**src/rtl/chroma_vfilt_pkg.sv**
```systemverilog
package chroma_vfilt_pkg;

    typedef enum logic [1:0] {
        ST_IDLE,
        ST_STREAM,
        ST_DRAIN,
        ST_FINISH
    } vf_state_e;

    // Magnitude of a signed tap as an unsigned byte; -128 maps to 128.
    function automatic logic [7:0] tap_mag(input logic [7:0] tap);
        return tap[7] ? 8'(~tap + 8'd1) : tap;
    endfunction

endpackage

```
**src/rtl/chroma_vfilt_lines.sv**
```systemverilog
module chroma_vfilt_lines #(
    parameter int DEPTH = 128,
    localparam int AW = $clog2(DEPTH)
) (
    input  logic          clk,
    input  logic          wr_en,
    input  logic [AW-1:0] addr,
    input  logic [7:0]    din,
    output logic [7:0]    tap_old,
    output logic [7:0]    tap_mid,
    output logic [7:0]    tap_new
);

    logic [7:0] rd [3];

    // Stage 0 holds the oldest row; each write moves one column up a stage.
    for (genvar g = 0; g < 3; g++) begin : g_stage
        logic [7:0] mem [DEPTH];
        logic [7:0] wr_val;

        if (g == 2) begin : g_top
            assign wr_val = din;
        end else begin : g_lower
            assign wr_val = rd[g+1];
        end

        assign rd[g] = mem[addr];

        always_ff @(posedge clk) begin
            if (wr_en) begin
                mem[addr] <= wr_val;
            end
        end
    end

    assign tap_old = rd[0];
    assign tap_mid = rd[1];
    assign tap_new = rd[2];

endmodule

```
**src/rtl/chroma_vfilt_mac.sv**
```systemverilog
module chroma_vfilt_mac (
    input  logic [7:0]  mag0,
    input  logic [7:0]  mag1,
    input  logic [7:0]  mag2,
    input  logic [7:0]  mag3,
    input  logic [7:0]  s0,
    input  logic [7:0]  s1,
    input  logic [7:0]  s2,
    input  logic [7:0]  s3,
    output logic [15:0] acc
);

    logic [15:0] p0, p1, p2, p3;

    always_comb begin
        p0  = {8'd0, s0} * {8'd0, mag0};
        p1  = {8'd0, s1} * {8'd0, mag1};
        p2  = {8'd0, s2} * {8'd0, mag2};
        p3  = {8'd0, s3} * {8'd0, mag3};
        acc = p1 + p2 - p0 - p3;
    end

endmodule

```
**src/rtl/chroma_vfilt.sv**
```systemverilog
module chroma_vfilt
    import chroma_vfilt_pkg::*;
#(
    parameter int MAX_ROW_BYTES = 128,
    parameter int WD_W = $clog2(MAX_ROW_BYTES / 2) + 1,
    parameter int HT_W = 8
) (
    input  logic                   clk,
    input  logic                   rst_n,
    input  logic                   start,
    input  logic [WD_W-1:0]        cfg_wd,
    input  logic signed [HT_W-1:0] cfg_ht,
    input  logic [7:0]             cfg_tap0,
    input  logic [7:0]             cfg_tap1,
    input  logic [7:0]             cfg_tap2,
    input  logic [7:0]             cfg_tap3,
    input  logic                   in_valid,
    input  logic [7:0]             in_data,
    output logic                   in_ready,
    output logic                   out_valid,
    output logic [15:0]            out_data,
    input  logic                   out_ready,
    output logic                   done
);

    localparam int COL_W = $clog2(MAX_ROW_BYTES);
    localparam int LEN_W = COL_W + 1;
    localparam int ROW_W = HT_W + 1;
    localparam int FILL_ROWS = 3;

    vf_state_e        st, st_nx;
    logic [LEN_W-1:0] row_len;
    logic [ROW_W-1:0] rows_total;
    logic [ROW_W-1:0] row_cnt;
    logic [COL_W-1:0] col;
    logic [7:0]       mag [4];
    logic             accept, last_col, last_row, empty_cfg, primed;
    logic [7:0]       t_old, t_mid, t_new;
    logic [15:0]      mac_out;

    assign accept    = in_valid && in_ready;
    assign last_col  = ({1'b0, col} == row_len - LEN_W'(1));
    assign last_row  = (row_cnt == rows_total - ROW_W'(1));
    assign empty_cfg = (cfg_ht <= 0) || (cfg_wd == '0);
    assign primed    = (row_cnt >= ROW_W'(FILL_ROWS));

    // Next-state decision
    always_comb begin
        st_nx = st;
        unique case (st)
            ST_IDLE:   if (start) st_nx = empty_cfg ? ST_FINISH : ST_STREAM;
            ST_STREAM: if (accept && last_col && last_row) st_nx = ST_DRAIN;
            ST_DRAIN:  if (out_valid && out_ready) st_nx = ST_FINISH;
            ST_FINISH: st_nx = ST_IDLE;
            default:   st_nx = ST_IDLE;
        endcase
    end

    // State register
    always_ff @(posedge clk) begin
        if (!rst_n) st <= ST_IDLE;
        else        st <= st_nx;
    end

    // State-derived outputs
    always_comb begin
        in_ready = (st == ST_STREAM) && (!out_valid || out_ready);
        done     = (st == ST_FINISH);
    end

    // Configuration capture and position counters
    always_ff @(posedge clk) begin
        if (!rst_n) begin
            row_len    <= '0;
            rows_total <= '0;
            row_cnt    <= '0;
            col        <= '0;
            for (int k = 0; k < 4; k++) mag[k] <= '0;
        end else if (st == ST_IDLE) begin
            if (start) begin
                row_len    <= LEN_W'({cfg_wd, 1'b0});
                rows_total <= ROW_W'(cfg_ht) + ROW_W'(FILL_ROWS);
                row_cnt    <= '0;
                col        <= '0;
                mag[0]     <= tap_mag(cfg_tap0);
                mag[1]     <= tap_mag(cfg_tap1);
                mag[2]     <= tap_mag(cfg_tap2);
                mag[3]     <= tap_mag(cfg_tap3);
            end
        end else if (accept) begin
            if (last_col) begin
                col     <= '0;
                row_cnt <= row_cnt + ROW_W'(1);
            end else begin
                col <= col + COL_W'(1);
            end
        end
    end

    // Result register
    always_ff @(posedge clk) begin
        if (!rst_n) begin
            out_valid <= 1'b0;
            out_data  <= '0;
        end else if (accept && primed) begin
            out_valid <= 1'b1;
            out_data  <= mac_out;
        end else if (out_ready) begin
            out_valid <= 1'b0;
        end
    end

    chroma_vfilt_lines #(.DEPTH(MAX_ROW_BYTES)) u_lines (
        .clk     (clk),
        .wr_en   (accept),
        .addr    (col),
        .din     (in_data),
        .tap_old (t_old),
        .tap_mid (t_mid),
        .tap_new (t_new)
    );

    chroma_vfilt_mac u_mac (
        .mag0 (mag[0]),
        .mag1 (mag[1]),
        .mag2 (mag[2]),
        .mag3 (mag[3]),
        .s0   (t_old),
        .s1   (t_mid),
        .s2   (t_new),
        .s3   (in_data),
        .acc  (mac_out)
    );

    p_quiet_idle_r1: assert property (@(posedge clk) disable iff (!rst_n)
        (st == ST_IDLE) |-> (!in_ready && !out_valid));

    p_no_early_out_r4: assert property (@(posedge clk) disable iff (!rst_n)
        (st == ST_STREAM && !primed) |-> !out_valid);

    p_hold_r7: assert property (@(posedge clk) disable iff (!rst_n)
        (out_valid && !out_ready) |=> (out_valid && $stable(out_data)));

    p_stall_r7: assert property (@(posedge clk) disable iff (!rst_n)
        (out_valid && !out_ready) |-> !in_ready);

    p_done_pulse_r8: assert property (@(posedge clk) disable iff (!rst_n)
        done |=> (!done && !in_ready));

    p_done_follows_r8: assert property (@(posedge clk) disable iff (!rst_n)
        (st == ST_DRAIN && out_valid && out_ready) |=> done);

    p_busy_start_r6: assert property (@(posedge clk) disable iff (!rst_n)
        (st == ST_STREAM && start && !accept) |=> (st == ST_STREAM));

endmodule

```
**config.mk**
```make
export PLATFORM = sky130hd
export DESIGN_NAME = chroma_vfilt
export DESIGN_NICKNAME = d
export VERILOG_FILES = /design/src/rtl/chroma_vfilt_pkg.sv /design/src/rtl/chroma_vfilt_lines.sv /design/src/rtl/chroma_vfilt_mac.sv /design/src/rtl/chroma_vfilt.sv
export SDC_FILE = /design/constraint.sdc
export NUM_CORES = 2
export LEC_CHECK = 0
export BUFFER_PORTS_ARGS = -buffer_cell sky130_fd_sc_hd__buf_2
export CAP_MARGIN = 40
export CORE_ASPECT_RATIO = 1.4
export CORE_MARGIN = 2
export CORE_UTILIZATION = 45
export DETAILED_ROUTE_END_ITERATION = 8
export MAX_ROUTING_LAYER = met4
export PLACE_DENSITY = 0.71
export SLEW_MARGIN = 0
export SYNTH_ARGS = -nofsm -noshare
export SYNTH_HDL_FRONTEND = slang
export SYNTH_SLANG_ARGS = --single-unit
```
**constraint.sdc**
```tcl
create_clock -name clk -period 15.95 [get_ports clk]
set_input_delay 0.7975 -clock clk [delete_from_list [all_inputs] [get_ports clk]]
set_output_delay 0.7975 -clock clk [all_outputs]
set_load 0.01 [all_outputs]
```
==> metrics <==
status finished, final reports clean; Compound-Gate Fraction of Synth Area 0.008655; Syn Nets 6483; slowest stage cell, crit path buf_4; Largest stage delay, worst path ~0.73 ns; die area 294500 µm²; most frequent CP cell fa_1; R2R depth 30; Min-Delay Startpoint cfg_wd[5]; Slew @ Worst Pin around 1.1 ns; VDD IR max just under 2000 µV; Core Area 289300 µm²; die extent in y 641.3 µm; Synth top area share 0.7140; Post-synth ARST share 0; share of cells above drive strength 1 0.2793; setup TNS 0 ns; Top FF cell, synth edfxtp_1; wire per inst 32.66 µm; skew final 0.06283 ns; largest family of logic cells by synthesized area multiplexers; global-route wire length before repair between 400000 and 500000 µm; Num CTS Buffers 278; Seq/Total Area, Yosys 0.7229; clock sink count 3162; EDFF count, synth 3104; reg-to-reg slack, setup 4.82 ns; Die X 459.2 µm; Hold Buf Count CTS 0; final setup fails 0; Rel. slew slack 0.2746; FMAX 0.08987 GHz; CTS Root Cell clkbuf_16; CP startpoint kind flip-flop; Worst Setup EP out_data[15]$_SDFFE_PN0P_; leakage 45.39 nW; Setup Buffers After CTS 0; Power Dens Cells 203.0 nW/µm²; simple-gate portion of the synthesized area 0.02456; DRT Wirelength 338900 µm; final non-filler cell area roughly 150000 µm²; Clock Pin Slew Worst Setup and Hold Paths 0.07 ns; synthesized netlist cell count 6071; ranking of synthesized cells by area edfxtp_1, mux4_2, fa_1, ha_1, inv_1; Post-Synth XOR/XNOR Area 0.004763; remaining antenna violation count after routing 0; #FFs+latches synth between 3000 and 4000; final slew viol count 0; number of global-route vias before repair 64981; max-cap viol count 0; placed cell count about 9900; most frequent cell after synthesis edfxtp_1; Post-DP HPWL 200000 µm; Max Fanout on Critical Path 73; count of distinct cell types in the synthesized netlist 56; Yosys top cell by area edfxtp_1; RD Place Congestion 0.8441; clock tree from TritonCTS yes; class of the worst hold path input port to flip-flop; nets@finish 6796; Adder-Cell Fraction of Synth Area 0.04650; post-cts sizing count 0; drt drc 0; worst flop-to-flop path endpoint out_data[15]$_SDFFE_PN0P_; PortBufs 78; Critical Path AT 11.84 ns; Fill cells 22196; CP Capture Type flip-flop; vias per cell roughly 6.1; H-tree depth 5; Initial DRC Count about 8400; total number of vias 63625; Commonest cells post-synth edfxtp_1, mux4_2, inv_1; GRT Util Overall 0.2365; post-place instance area around 140000 µm²; Ports 79; Syn Area/Cell roughly 22 µm²; Hold Vio Cnt, Final 0; yosys warns 0; utilization after layout 0.5053; Clock Path Buffers 4; antenna violations before repair 18; largest net degree at the start of global routing 126; row count between 200 and 250; post-synthesis cell area around 130000 µm²; unrepaired setup endpoints after global routing no; Area Overhead vs Synth 11.96%; Initial Utilization 0.4513; Clock Latency Late Sink 0.88 ns; Congestion Overflow GR 0; fin cells 10376; DR pass1 iterations 5; Setup CP Type flip-flop to flip-flop; worst path required time approximately 17 ns; crit share post-route 0.6976; mux share of post-synthesis cell area 0.1731; minimum clock period 11.13 ns
[power breakdown]
group | switching (mW) | internal (mW) | leakage [nW]
registers | 0.0599 | 9.35 | 28.4
logic | 7.97 | 5.65 | 12.7
clock network | 2.95 | 3.69 | 4.30
[kinds of logic (layout without fill, tap and decap cells)]
logic type,Yosys count,after routing
compound gates,167,167
xor+xnor,71,71
fa+ha+maj,352,352
buf+inv,612,1125
flops,3162,3162
mux,1042,1042
other cells,0,16
simple gates,665,665
[worst max-delay path, delay by kind of cell (launching register included)]
family                     cells  cell delay [ns]
buffers and inverters          9             1.94
DFF                            1             0.51
muxes                          3             1.61
AOI/OAI and AO/OA              5             1.75
adders and majority gates      9             4.26
and+or+nand+nor                4             0.72
[worst min-delay path by stage]
stage	end	slack, ns	depth (start not counted)
4_1_cts	rows_total[0]$_SDFFE_PN0P_	0.19	2
3_3_place_gp	out_data[5]$_SDFFE_PN0P_	0.44	2
5_1_grt	rows_total[0]$_SDFFE_PN0P_	0.23	2
2_1_floorplan	rows_total[8]$_SDFFE_PN0P_	0.44	2
6_report	row_len[6]$_SDFFE_PN0P_	0.24	3
3_5_place_dp	out_data[5]$_SDFFE_PN0P_	0.45	2
[registers in the layout (all words and copies together) (netlist names), named ones only]
name,flops
row_len,7
u_lines.g_stage.mem,3072
out_valid,1
out_data,16
st,2
rows_total,9
mag,32
row_cnt,9
col,7
[per-layer routing]
layer  up-vias  wire [µm]  GRT usage
met5         -          0          -
met3       742      26030    0.03172
met2      3511     175600     0.4005
met1     34181     116600     0.2783
li1      25191          -          -
met4         0      20600     0.1201
[layout make-up]
class / count / area (µm²) / area share
Timing Repair Buffer: 319 / 2905 / 0.01988
Antenna cell: 16 / 40.04 / 0.0002739
Tap cell: 3776 / 4725 / 0.03232
Sequential cell: 3162 / 94390 / 0.6458
Clock inverter: 149 / 1364 / 0.009331
Multi-Input combinational cell: 2297 / 34130 / 0.2335
Clock buffer: 331 / 7380 / 0.05049
Inverter: 326 / 1226 / 0.008389
[cells in the final DEF (no fill, tap or decap), drive strengths merged, types with 21 or more instances in the layout]
| cell | count |
|---|---|
| a21oi | 38 |
| a22oi | 26 |
| and2 | 155 |
| buf | 319 |
| bufinv | 23 |
| clkbuf | 331 |
| clkinv | 110 |
| dfxtp | 58 |
| edfxtp | 3104 |
| fa | 222 |
| ha | 130 |
| inv | 334 |
| mux2i | 67 |
| mux4 | 972 |
| nand2 | 171 |
| nand3 | 29 |
| nor2 | 209 |
| nor2b | 21 |
| o21a | 25 |
| o21ai | 21 |
| xnor2 | 34 |
| xor2 | 37 |
[metrics by stage]
stage	hold slack, ns	power [mW]	worst slack [ns]
2_1_floorplan	0.4434	19.77	5.664
4_1_cts	0.1926	29.88	4.748
3_3_place_gp	0.4420	23.10	4.356
3_5_place_dp	0.4493	23.25	4.819
5_1_grt	0.2301	31.42	4.096
6_report	0.2360	29.67	4.823
Note: power is estimated with default switching activity, not from simulation.
